$ cat src/rtl/bpt_pkg.sv
package bpt_pkg;
  typedef enum logic [1:0] {
    SRC_SYS   = 2'b00,
    SRC_AUX   = 2'b01,
    SRC_EDGE  = 2'b10,
    SRC_GATED = 2'b11
  } src_e;

  // software-written control fields, packed as they sit in bits 4:0
  typedef struct packed {
    logic tx_bit;
    logic start_wait;
    src_e src;
    logic run;
  } ctl_t;

  localparam int unsigned ADDR_CTL = 0;
  localparam int unsigned ADDR_PRE = 1;
  localparam int unsigned ADDR_CNT = 2;
  localparam int unsigned FLAG_BIT = 6;
endpackage

$ cat src/rtl/bpt_sync.sv
module bpt_sync #(
  parameter int unsigned STAGES = 2,
  parameter logic RESET_VAL = 1'b0
) (
  input  logic clk,
  input  logic rst_n,
  input  logic din,
  output logic level,
  output logic rise,
  output logic fall
);
  logic [STAGES:0] sh_q;

  always_ff @(posedge clk or negedge rst_n) begin
    if (!rst_n) sh_q <= {(STAGES+1){RESET_VAL}};
    else        sh_q <= {sh_q[STAGES-1:0], din};
  end

  assign level = sh_q[STAGES-1];
  assign rise  = sh_q[STAGES-1] & ~sh_q[STAGES];
  assign fall  = ~sh_q[STAGES-1] & sh_q[STAGES];
endmodule

$ cat src/rtl/bpt_tick_sel.sv
module bpt_tick_sel
  import bpt_pkg::*;
(
  input  src_e src,
  input  logic aux_tick,
  input  logic ext_level,
  input  logic ext_rise,
  output logic tick
);
  always_comb begin
    unique case (src)
      SRC_SYS:   tick = 1'b1;
      SRC_AUX:   tick = aux_tick;
      SRC_EDGE:  tick = ext_rise;
      SRC_GATED: tick = ext_level;
      default:   tick = 1'b0;
    endcase
  end
endmodule

$ cat src/rtl/bpt_counter.sv
module bpt_counter #(
  parameter int unsigned W = 8
) (
  input  logic         clk,
  input  logic         rst_n,
  input  logic         load,
  input  logic         adv,
  input  logic [W-1:0] preload,
  output logic [W-1:0] cnt,
  output logic         carry
);
  localparam logic [W-1:0] TOP = {W{1'b1}};

  function automatic logic [W-1:0] step(input logic [W-1:0] v);
    return v + {{(W-1){1'b0}}, 1'b1};
  endfunction

  logic [W-1:0] cnt_q;

  assign carry = adv & ~load & (cnt_q == TOP);

  always_ff @(posedge clk or negedge rst_n) begin
    if (!rst_n)            cnt_q <= '0;
    else if (load || carry) cnt_q <= preload;
    else if (adv)          cnt_q <= step(cnt_q);
  end

  assign cnt = cnt_q;
endmodule

$ cat src/rtl/bitpace_timer.sv
module bitpace_timer
  import bpt_pkg::*;
#(
  parameter int unsigned W      = 8,
  parameter int unsigned ADDR_W = 2,
  parameter int unsigned SYNC_N = 2
) (
  input  logic              clk,
  input  logic              rst_n,
  input  logic              aux_tick,
  input  logic              ext_in,
  input  logic              rx_in,
  input  logic              reg_wr,
  input  logic [ADDR_W-1:0] reg_addr,
  input  logic [W-1:0]      reg_wdata,
  output logic [W-1:0]      reg_rdata,
  output logic              tx_out,
  output logic              irq
);
  localparam int unsigned CTL_W = $bits(ctl_t);

  ctl_t         ctl_q;
  logic [W-1:0] pre_q;
  logic         flag_q, rxl_q, tx_q, go_q;

  logic ext_level, ext_rise, ext_fall;
  logic rx_level, rx_rise, rx_fall;
  logic tick, adv, ld, carry, waiting;
  logic [W-1:0] cnt_w;
  logic wr_ctl, wr_pre;
  logic unused_inputs;

  assign wr_ctl = reg_wr && (reg_addr == ADDR_W'(ADDR_CTL));
  assign wr_pre = reg_wr && (reg_addr == ADDR_W'(ADDR_PRE));
  assign ld     = reg_wr && (reg_addr == ADDR_W'(ADDR_CNT));

  bpt_sync #(.STAGES(SYNC_N), .RESET_VAL(1'b0)) u_ext_sync (
    .clk(clk), .rst_n(rst_n), .din(ext_in),
    .level(ext_level), .rise(ext_rise), .fall(ext_fall));

  bpt_sync #(.STAGES(SYNC_N), .RESET_VAL(1'b1)) u_rx_sync (
    .clk(clk), .rst_n(rst_n), .din(rx_in),
    .level(rx_level), .rise(rx_rise), .fall(rx_fall));

  bpt_tick_sel u_sel (
    .src(ctl_q.src), .aux_tick(aux_tick),
    .ext_level(ext_level), .ext_rise(ext_rise), .tick(tick));

  assign waiting = ctl_q.start_wait & ~go_q;
  assign adv     = ctl_q.run & tick & ~waiting;

  bpt_counter #(.W(W)) u_cnt (
    .clk(clk), .rst_n(rst_n), .load(ld), .adv(adv),
    .preload(pre_q), .cnt(cnt_w), .carry(carry));

  always_ff @(posedge clk or negedge rst_n) begin
    if (!rst_n) begin
      ctl_q  <= '0;
      pre_q  <= '0;
      flag_q <= 1'b0;
      rxl_q  <= 1'b1;
      tx_q   <= 1'b1;
      go_q   <= 1'b0;
    end else begin
      if (wr_ctl) ctl_q <= ctl_t'(reg_wdata[CTL_W-1:0]);
      if (wr_pre) pre_q <= reg_wdata;
      if (carry)
        flag_q <= 1'b1;
      else if (wr_ctl && reg_wdata[FLAG_BIT])
        flag_q <= 1'b0;
      if (carry) begin
        rxl_q <= rx_level;
        tx_q  <= ctl_q.tx_bit;
      end
      if (wr_ctl)
        go_q <= 1'b0;
      else if (ctl_q.start_wait && rx_fall)
        go_q <= 1'b1;
    end
  end

  always_comb begin
    reg_rdata = '0;
    if (reg_addr == ADDR_W'(ADDR_CTL))
      reg_rdata = {{(W-7){1'b0}}, flag_q, rxl_q, ctl_q};
    else if (reg_addr == ADDR_W'(ADDR_PRE))
      reg_rdata = pre_q;
    else if (reg_addr == ADDR_W'(ADDR_CNT))
      reg_rdata = cnt_w;
  end

  assign tx_out = tx_q;
  assign irq    = flag_q;
  assign unused_inputs = ^{reg_wdata[W-1:FLAG_BIT+1], reg_wdata[5],
                           ext_fall, rx_rise};
endmodule

$ cat config.mk
export PLATFORM = sky130hd
export DESIGN_NAME = bitpace_timer
export DESIGN_NICKNAME = d
export VERILOG_FILES = /design/src/rtl/bpt_pkg.sv /design/src/rtl/bpt_sync.sv /design/src/rtl/bpt_tick_sel.sv /design/src/rtl/bpt_counter.sv /design/src/rtl/bitpace_timer.sv
export SDC_FILE = /design/constraint.sdc
export NUM_CORES = 1
export LEC_CHECK = 0
export ABC_AREA = 1
export BUFFER_PORTS_ARGS = -buffer_cell sky130_fd_sc_hd__buf_2
export CORE_AREA = 2 2 58 60
export DETAILED_ROUTE_END_ITERATION = 16
export DIE_AREA = 0 0 60 62
export PLACE_DENSITY_LB_ADDON = 0.1
export SYNTH_ARGS = -nofsm -noshare
export SYNTH_HDL_FRONTEND = slang
export SYNTH_HIERARCHICAL = 1
export SYNTH_SLANG_ARGS = --single-unit
$ cat constraint.sdc
create_clock -name clk -period 1.8 [get_ports clk]
set_input_delay 0.27 -clock clk [delete_from_list [all_inputs] [get_ports clk]]
set_output_delay 0.27 -clock clk [all_outputs]
set_load 0.05 [all_outputs]
### After elaboration in Yosys (flattened, before gate mapping)

Index checks and enable logic that the tools add are counted.

* output and inout bits: 10
* bits of input ports: 16
* register bits after elaboration: 31
* word-level logic and storage cells: 52

* equality and inequality tests: 6
* multiplexer cells: 10
* add/sub/neg operators: 1
* reductions and logical operators: 11
* bitwise logic cells: 12

Operators with widths (number)
* 2-to-1 mux 8 bit: 5
* adder 8 x 1 -> 8 bit, second input constant: 1
* equality test 8 bit, second input constant: 1
* AND 1 bit: 7
* equality test 2 bit, second input constant: 3
* nonzero test 2 bit: 3
* logical AND 1 bit: 5
* inverter 1 bit: 5
* equality test 2 x 1 -> 1 bit, second input constant: 2
* logical NOT 2 bit: 2
* 2-to-1 mux 1 bit: 4
* one-hot mux 1 bit (4 select lines): 1
* logical OR 1 bit: 1

### Depth between registers and ports, before layout

Gate-level depths: netlist (run 1).

* word-level depth: 9
* gate-level depth with buffers: 14
* depth with buffers taken out: 14

### Modules after synthesis

The synthesis (run 1) kept the hierarchy.

Modules (own cells, without submodules)
* bitpace_timer: instances 1, seq. area each 427.9 sq um, area an instance 839.6 sq um, cells each 117
* bpt_counter: instances 1, seq. area each 200.2 sq um, area an instance 631.9 sq um, cells each 96
* bpt_sync (u_rx_sync): instances 1, seq. area each 78.8 sq um, area an instance 93.8 sq um, cells each 7
* bpt_sync (u_ext_sync): instances 1, seq. area each 75.1 sq um, area an instance 90.1 sq um, cells each 7
* bpt_tick_sel: instances 1, seq. area each 0.0 sq um, area an instance 33.8 sq um, cells each 8

### Worst setup path before layout (run 1)

Ideal clock, no wire load.

* path kind: input-to-reg
* start: input reg_wr
* end: register u_cnt.cnt_q[6] (netlist: u_cnt/cnt[6])
* library setup time: 117 ps
* stages on the path: 12
* arrival time: 1524 ps
* buffers on the path: 1
* data required time: 1683 ps
* setup slack: 158 ps
* path through: buf_2 inv_1 nor3_1 inv_4 nand2_1 nor2_2 nand2_4 nand2_8 nand2_2 nand2_1 nand2_1 nand2_1

* longest elaborated chain between the ends: 6
* elaborated cells between the ends (all ways): 7
* classes of those cells: 1 x mux; 3 x bitwise; 3 x reduce/logical

Ends and longest elaborated chain
* start: declaration: line bitpace_timer.sv:13 `input logic reg_wr,`
* logical AND 1 bit *: line bitpace_timer.sv:35 `assign ld = reg_wr && (reg_addr == ADDR_W'(ADDR_CNT));`
* net ld: line bitpace_timer.sv:28 `logic tick, adv, ld, carry, waiting;`
* inverter 1 bit: line bpt_counter.sv:20 `assign carry = adv & ~load & (cnt_q == TOP);`
* AND 1 bit (2 in series): line bpt_counter.sv:20
* logical OR 1 bit *: line bpt_counter.sv:24 `else if (load || carry) cnt_q <= preload;`
* 2-to-1 mux 8 bit or nonzero test 2 bit (tied branches)
* end signal: assignment: line bpt_counter.sv:24
* end signal: assignment: line bpt_counter.sv:25 `else if (adv) cnt_q <= step(cnt_q);`
* end: declaration: line bpt_counter.sv:18 `logic [W-1:0] cnt_q;`

Mark *: on every way through the listed nets, which the timed path passes. The rest lies on a longest branch.
A chain may end at the register's enable or synchronous reset.

### Final worst setup path (run 1)

* start: register u_ext_sync.sh_q[1]
* end: register u_cnt.cnt_q[5] (netlist: u_cnt/cnt[5])

* longest elaborated chain between the ends: 8
* elaborated cells between the ends (all ways): 9
* classes of those cells: 2 x mux; 5 x bitwise; 2 x reduce/logical

Ends and longest elaborated chain
* start: declaration: line bpt_sync.sv:12 `logic [STAGES:0] sh_q;`
* start signal: assignment: line bpt_sync.sv:15 `if (!rst_n) sh_q <= {(STAGES+1){RESET_VAL}};`
* start signal: assignment: line bpt_sync.sv:16 `else sh_q <= {sh_q[STAGES-1:0], din};`
* AND 1 bit *: line bpt_sync.sv:20 `assign rise = sh_q[STAGES-1] & ~sh_q[STAGES];`
* net ext_rise: line bitpace_timer.sv:26 `logic ext_level, ext_rise, ext_fall;`
* one-hot mux 1 bit (4 select lines) *: line bpt_tick_sel.sv:11 `unique case (src)`
* net tick: line bitpace_timer.sv:28
* AND 1 bit * (2 in series): line bitpace_timer.sv:50 `assign adv = ctl_q.run & tick & ~waiting;`
* net adv: line bitpace_timer.sv:28
* AND 1 bit (2 in series): line bpt_counter.sv:20
* logical OR 1 bit: line bpt_counter.sv:24
* 2-to-1 mux 8 bit or nonzero test 2 bit (tied branches)

Marked as above.

==> results of run 1 <==
==> layout by cell type (no fill, tap or decap), drive strengths merged <==
cell / n
a21oi: 2
buf: 31
clkbuf: 5
clkinv: 1
clkinvlp: 2
dfrtp: 26
dfstp: 5
dlygate4sd3: 1
ha: 1
inv: 24
nand2: 121
nand3: 31
nand3b: 1
nand4: 1
nor2: 13
nor3: 1
o21bai: 2
xnor2: 1
==> worst max-delay path by stage <==
stage                       start           end  slack (ns)  cells after the start
3_3_place_gp   u_ext_sync/sh_q[1]  u_cnt/cnt[5]        0.10                     13
5_1_grt        u_ext_sync/sh_q[1]  u_cnt/cnt[2]       0.008                     13
2_1_floorplan              reg_wr  u_cnt/cnt[6]        0.16                     12
3_5_place_dp   u_ext_sync/sh_q[1]  u_cnt/cnt[5]        0.08                     13
4_1_cts        u_ext_sync/sh_q[1]  u_cnt/cnt[5]        0.06                     13
6_report       u_ext_sync/sh_q[1]  u_cnt/cnt[5]        0.17                     13
==> through the flow <==
step                setup WS, ns  power (mW)
floorplan                  0.158        1.50
finish                     0.165        2.11
global route             0.00792        2.26
CTS                       0.0593        2.11
global placement           0.104        1.69
detailed placement        0.0779        1.70
==> power by group through the flow <==
stage	logic, mW	clock network [mW]	registers (mW)
4_1_cts	0.655	0.424	1.03
3_3_place_gp	0.645	0	1.05
5_1_grt	0.755	0.444	1.06
6_report	0.668	0.403	1.04
3_5_place_dp	0.650	0	1.05
2_1_floorplan	0.511	0	0.992
==> what timing repair did <==
item | in CTS | in global routing
hold buffers | 1 | 0
endpoints found under the hold margin | 26 | 0
resized for setup | 0 | 5
setup buffers | 0 | 1
setup endpoints to repair | 0 | 11
==> flip-flops by register name (all words and copies together) (netlist names) <==
signal / cells
ctl_q: 5
u_rx_sync/sh_q: 3
go_q: 1
tx_out: 1
u_cnt/cnt: 8
rxl_q: 1
pre_q: 8
irq: 1
u_ext_sync/sh_q: 3
==> cell type report <==
type | count | area [um2] | area share [%]
multi-input combinational | 174 | 806 | 40.8
sequential | 31 | 782 | 39.6
timing repair buffer | 32 | 180 | 9.12
inverter | 24 | 92.6 | 4.69
tap | 46 | 57.6 | 2.91
clock buffer | 5 | 37.5 | 1.90
clock inverter | 3 | 20.0 | 1.01
==> per-layer routing <==
metal  global-route usage, %  vias to the layer above  part of all wire (%)
li1                        -                      792                     -
met1                    29.4                      668                    46
met2                    36.6                       36                    48
met3                    3.73                        8                   3.8
met4                    11.4                        0                   2.0
met5                       0                        -                     0
==> impl_metrics.tcl, run 1 <==
set metrics [dict create \
    rsz0062_at_grt "no" \
    worstPathMaxFanout 8 \
    hold_depth 1 \
    gp_routability_congestion 0.823 \
    dr.pass1.iters 4 \
    ys_warn_count 6 \
    swShare_pct 41.9 \
    worst_setup_path_end_kind "flip-flop" \
    outcome "completed" \
    min_period_ns 1.63 \
    drt_iter0_drc 73 \
    power.switching_uw 884 \
    final.setup.tns_ns 0 \
    min_to "u_rx_sync/sh_q[0]" \
    path_cells "inv_1, nor2_1, nand3_1, nand3_1, nand2_1, a21oi_2, nand2_2, nor2_4, nand2_4, nand2_8, nand2_1, nand3_1, nand2_1" \
    wl_per_cell_um 11.4 \
    reg2reg_setup_slack_ns 0.17 \
    worst-path-buf-inv 1 \
    cts_buffers 5 \
    comb_power_share_pct 31.7 \
    num_rows 21 \
    finalHoldViolCount 0 \
    design.core.area_um2 3180 \
    fin_crit_sh_pct 90.8 \
    syn2layout_area_growth_pct 18.0 \
    r2r_start "u_ext_sync/sh_q[1]" \
    drive_above_1_share_pct 21.9 \
    final_cells 315 \
    arrival_ns 1.87 \
    relSlewSlack_pct 55.1 \
    grt_max_degree 32 \
    cp_slowest_cell "dfrtp_1" \
    drcViolationCount 0 \
    antenna_found_initial 0 \
    fp.dieH_um 62 \
    ant_nets 0 \
    slew_viol_final 0 \
    die_width_um 60 \
    grt_pass1_vias 1368 \
    viasPerCell 4.77 \
    leakage_nw 1.08 \
    hold_ws_ns 0.0267 \
    synth_nets 248 \
    finalClockSkew_ns 0.00736 \
    hold_class "primary input to flip-flop" \
    die-area_um2 3720 \
    syn_avg_cell_area_um2 7.25 \
    fin_util_pct 62.1 \
    tightest_slew_ns 0.674 \
    timing.rr.end "u_cnt/cnt[5]" \
    cap_violations 0 \
    port_buffers 25 \
    synth_area_um2 1670 \
    track_usage_pct 22.6 \
    io_pins 26 \
    nFillCells 313 \
    r2r_cells 13 \
    seqPwrFrac_pct 49.2 \
    synth_cells 231 \
    num_vias 1504 \
    wl_um 3610 \
    nNetsFinal 285 \
    fmax_ghz 0.612 \
    clock_power_share_pct 19.1 \
    vdd_drop_max_mv 0.621 \
    grt_overflow_total 0 \
    p_int_mw 1.22 \
    final_cell_area_um2 1980 \
    powerDensity_nw_per_um2 1070 \
    critical_path.top_delay_family "simple AND/OR/NAND/NOR gates" \
    critPathLaunchType "flip-flop" \
    hpwl_um 2690 \
    placed_cell_area_um2 1880 \
    antenna_cells 0 \
    clock-root-buffer "clkbuf_4" \
    place_inst 305 \
    clk_pin_slew_worst_paths_ns 0.11 \
    ctsLongestPathBuffers 2 \
    clk_latency_ns 0.34 \
    cts_tree "yes" \
    setup_violations 0 \
    cts_sinks 31 \
    initial_utilization_pct 52.7 \
    min_from "rx_in" \
    cts_max_level 2 \
    slowest_delay_ns 0.38 \
    crit_required_ns 2.04 \
    grt_pass1_wl_um 6080 \
    worstSetupPathType "flip-flop to flip-flop" \
]
Power figures use the tool's default switching activity.
==> run 2, diff against run 1 <==
CORE_AREA = 2 2 63 65   (was 2 2 58 60)
DIE_AREA = 0 0 65 67   (was 0 0 60 62)
TNS_END_PERCENT = 1   (was unset)
==> run 2 against run 1 <==
Hold slack got worse by 0.018 ns; largest power group unchanged; via count fell by 2.3%; global-route usage fell by 2.2 points; cell area rose by 0.63%; routed wire length rose by 1.6%; highest routed layer unchanged; sequential share of layout area fell by 0.25 points; critical path type unchanged; total power rose by 6.3%; critical endpoint unchanged; sequential cell count did not move.
==> impl_metrics.tcl, run 2 (same netlist as run 1, synthesis figures left out) <==
set metrics [dict create \
    path_cells "inv_1, nor2_1, nand3_1, nand3_1, nand2_1, a21oi_2, nand2_2, nor2_4, nand2_4, nand2_8, nand2_1, nand3_1, nand2_1" \
    worstPathMaxFanout 8 \
    grt_pass1_vias 1479 \
    tightest_slew_ns 0.671 \
    ant_nets 0 \
    vdd_drop_max_mv 0.620 \
    drive_above_1_share_pct 20.9 \
    layout_common_cells "nand2_1, nand3_1, dfrtp_1" \
    cts_tree "yes" \
    finalClockSkew_ns 0.00665 \
    dr.pass1.iters 5 \
    worstSetupPathType "flip-flop to flip-flop" \
    leakage_nw 1.09 \
    powerDensity_nw_per_um2 1130 \
    fin_util_pct 55.1 \
    die-area_um2 4360 \
    critPathLaunchType "flip-flop" \
    crit_required_ns 1.98 \
    num_rows 22 \
    antenna_cells 0 \
    wl_um 3660 \
    design.core.area_um2 3610 \
    cts_buffers 5 \
    clk_pin_slew_worst_paths_ns 0.07 \
    nFillCells 370 \
    r2r_cells 13 \
    wl_per_cell_um 11.6 \
    num_vias 1470 \
    place_inst 307 \
    io_pins 26 \
    grt_overflow_total 0 \
    final.setup.tns_ns 0 \
    multi_input_area_um2 798 \
    regArea_um2 782 \
    worst_setup_path_end_kind "flip-flop" \
    grt_pass1_wl_um 6670 \
    syn2layout_area_growth_pct 18.8 \
    final_common_cell "nand2_1" \
    hpwl_um 2690 \
    antenna_found_initial 0 \
    slowest_delay_ns 0.37 \
    cp.depth 13 \
    fmax_ghz 0.632 \
    grt_max_degree 32 \
    fin_crit_sh_pct 87.9 \
    rsz0062_at_grt "no" \
    hold_class "primary input to async pin" \
    nNetsFinal 284 \
    arrival_ns 1.76 \
    cp_slowest_cell "dfrtp_1" \
    relSlewSlack_pct 55.3 \
    ctsLongestPathBuffers 2 \
    finalHoldViolCount 0 \
    cap_violations 0 \
    gp_routability_congestion 0.826 \
    clk_latency_ns 0.29 \
    drt_iter0_drc 101 \
    critical_path.top_delay_family "simple AND/OR/NAND/NOR gates" \
    final_cells 316 \
    initial_utilization_pct 46.4 \
    setup_violations 0 \
    drcViolationCount 0 \
    clock-root-buffer "clkbuf_8" \
    port_buffers 25 \
    cts_max_level 2 \
    min_period_ns 1.58 \
    die_width_um 65 \
    cts_sinks 31 \
    worst-path-buf-inv 1 \
    slew_viol_final 0 \
    track_usage_pct 20.4 \
    viasPerCell 4.65 \
    fp.dieH_um 67 \
    outcome "completed" \
]
## run 2: layer usage
metal | global-route usage (%) | vias up | part of all wire (%)
met1 | 25.9 | 650 | 49
met3 | 4.90 | 8 | 3.3
met5 | 0 | - | 0
li1 | - | 791 | -
met4 | 11.4 | 0 | 2.1
met2 | 32.0 | 21 | 46
## run 2: power by group
part / switching [mW] / internal, mW
registers: 0.206 / 0.837
logic: 0.422 / 0.246
clock network: 0.262 / 0.269
total: 0.889 / 1.35
## run 2: worst paths after layout
kind,from,endpoint,slack [ns]
setup / recovery,u_ext_sync/sh_q[1],u_cnt/cnt[5],0.22
hold / removal,rst_n,ctl_q[2],0.009
setup reg to reg,u_ext_sync/sh_q[1],u_cnt/cnt[5],0.22
hold reg to reg,u_ext_sync/sh_q[0],u_ext_sync/sh_q[1],0.35
max in group asynchronous,rst_n,u_cnt/cnt[5],1.35
min in group clk,rx_in,u_rx_sync/sh_q[0],0.08
## run 2: layout make-up
| class | instances | area share (%) |
|---|---|---|
| timing repair buffer | 31 | 8.56 |
| sequential | 31 | 39.3 |
| multi-input combinational | 174 | 40.2 |
| tap | 48 | 3.02 |
| clock inverter | 2 | 0.629 |
| clock buffer | 6 | 3.65 |
| inverter | 24 | 4.66 |
## run 2: through the flow
step / worst slack (ns) / hold slack, ns / total power, mW / cell area, um2
floorplan: 0.158 / -0.0256 / 1.50 / 1670
global placement: 0.156 / 0.348 / 1.71 / 1880
detailed placement: 0.0673 / 0.341 / 1.70 / 1880
CTS: 0.0447 / 0.0299 / 2.24 / 1970
global route: 0.0139 / 0.0654 / 2.41 / 1990
finish: 0.217 / 0.00887 / 2.24 / 1990
## run 2: what timing repair did
item / 4_1_cts / 5_1_grt
buffers inserted: 0 / 1
setup endpoints to repair: 0 / 11
gates resized for setup: 0 / 3
hold buffers: 0 / 0
==> run 3, diff against run 2 <==
BUFFER_PORTS_ARGS = unset   (was -buffer_cell sky130_fd_sc_hd__buf_2)
DONT_BUFFER_PORTS = 1   (was unset)
REMOVE_ABC_BUFFERS = 1   (was unset)
==> run 3 against run 2 <==
Critical path depth is the same; critical path type unchanged; clock skew shrank 0.0035 ns; global-route usage shrank 0.13 points.
==> impl_metrics.tcl, run 3 (same netlist as run 1, synthesis figures left out) <==
set metrics [dict create \
    gp_routability_congestion 0.838 \
    p_int_mw 1.44 \
    hold_class "primary input to flip-flop" \
    arrival_ns 1.77 \
    clk_pin_slew_worst_paths_ns 0.06 \
    rsz0062_at_grt "no" \
    outcome "completed" \
    powerDensity_nw_per_um2 1130 \
    wl_um 3770 \
    drt_iter0_drc 35 \
    hpwl_um 2790 \
    final_cells 303 \
    power.switching_uw 887 \
    drcViolationCount 0 \
    fin_crit_sh_pct 88.6 \
    r2r_start "u_ext_sync/sh_q[1]" \
    clock_power_share_pct 22.7 \
    num_vias 1474 \
    leakage_nw 1.07 \
    tightest_slew_ns 0.468 \
    place_inst 289 \
    crit_required_ns 1.98 \
    r2r_cells 13 \
    cap_violations 0 \
    worstSetupPathType "flip-flop to flip-flop" \
    io_pins 26 \
    wl_per_cell_um 12.4 \
    dr.pass1.iters 4 \
    layout_common_cells "nand2_1, nand3_1, dfrtp_1" \
    cts_tree "yes" \
    initial_utilization_pct 46.4 \
    viasPerCell 4.86 \
    cts_sinks 31 \
    relSlewSlack_pct 68.7 \
    finalHoldViolCount 0 \
    nNetsFinal 271 \
    finalClockSkew_ns 0.00311 \
    startpoint "u_ext_sync/sh_q[1]" \
    die_width_um 65 \
    die-area_um2 4360 \
    vdd_drop_max_mv 0.663 \
    critPathLaunchType "flip-flop" \
    grt_pass1_vias 1409 \
    syn2layout_area_growth_pct 22.9 \
    comb_power_share_pct 32.6 \
    num_rows 22 \
    worstPathMaxFanout 8 \
    setup_violations 0 \
    clock-root-buffer "clkbuf_8" \
    drive_above_1_share_pct 15.3 \
    grt_pass1_wl_um 6520 \
    grt_overflow_total 0 \
    final_common_cell "nand2_1" \
    min_from "reg_wdata[4]" \
    cts_buffers 5 \
    seqPwrFrac_pct 44.8 \
    ctsLongestPathBuffers 2 \
    clk_latency_ns 0.28 \
    ant_nets 0 \
    swShare_pct 38.2 \
    track_usage_pct 20.3 \
    grt_max_degree 32 \
    fmax_ghz 0.627 \
    final.setup.tns_ns 0 \
    slew_viol_final 0 \
    design.core.area_um2 3610 \
    fp.dieH_um 67 \
    power_mw 2.32 \
    hold_depth 2 \
    antenna_found_initial 0 \
    cts_max_level 2 \
    min_period_ns 1.60 \
    worst_setup_path_end_kind "flip-flop" \
    antenna_cells 0 \
    port_buffers 0 \
]
==> run 3: cell count changes in the layout (fill, tap and decap cells not counted), sizes merged <==
cell	before	now
buf	31	15
dlygate4sd3	0	3
==> run 3: final cells by class <==
cell class | instances | area, um2
clock buffers | 6 | 72.6
clock inverters | 2 | 12.5
fillers | 364 | 1550
inverters | 24 | 92.6
multi-input cells | 174 | 796
flip-flops and latches | 31 | 782
well taps | 48 | 60.1
repair buffers | 18 | 243
==> run 3: worst max-delay path: stages (launching register included) <==
cell and delay [ns]:
dfrtp_1 0.36, inv_1 0.04, nor2_1 0.08, nand3_1 0.08, nand3_1 0.08, nand2_1 0.07
a21oi_2 0.12, nand2_1 0.10, nor2_4 0.15, nand2_4 0.11, nand2_8 0.10, nand2_1 0.06
nand3_1 0.08, nand2_1 0.05
==> run 3: path summary, 6_finish.rpt <==
path	endpoint	slack, ns
min in group asynchronous	ctl_q[2]	0.43
hold reg to reg	u_ext_sync/sh_q[1]	0.35
setup / recovery	u_cnt/cnt[5]	0.20
hold / removal	pre_q[4]	0.09
max in group asynchronous	rxl_q	1.13
setup reg to reg	u_cnt/cnt[5]	0.20
==> run 3: metal layers <==
metal  up-vias  global-route usage [%]  routed length, um
met5         -                       0                  0
met4         0                    7.98                 62
met3         6                    5.91                152
met2        25                    32.0               1760
met1       682                    26.3               1790
li1        761                       -                  -
==> run 3: timing repair <==
action	CTS	global route
hold endpoints to repair	33	0
setup endpoints to repair	0	11
buffers inserted	0	2
resized for setup	0	2
hold buffers	4	0
==> run 3: metrics by stage <==
step                      setup slack [ns]  hold slack (ns)  instance area (um2)  util, %
after floorplan                      0.276          -0.0256                 1660        -
after global placement               0.165          -0.0248                 1900     52.7
after detailed placement            0.0807          -0.0250                 1900     52.7
after CTS                           0.0576           0.0834                 2030     56.4
after global routing                0.0134           0.0880                 2060     57.1
final                                0.205           0.0933                 2060     57.1
==> run 3: power by group through the flow <==
stage                     Clock, mW  Sequential, mW  Combinational [mW]
after global routing          0.590            1.07               0.852
after detailed placement          0            1.05               0.725
final                         0.527            1.04               0.757
after floorplan                   0           0.992               0.506
after global placement            0            1.05               0.727
after CTS                     0.549            1.04               0.751
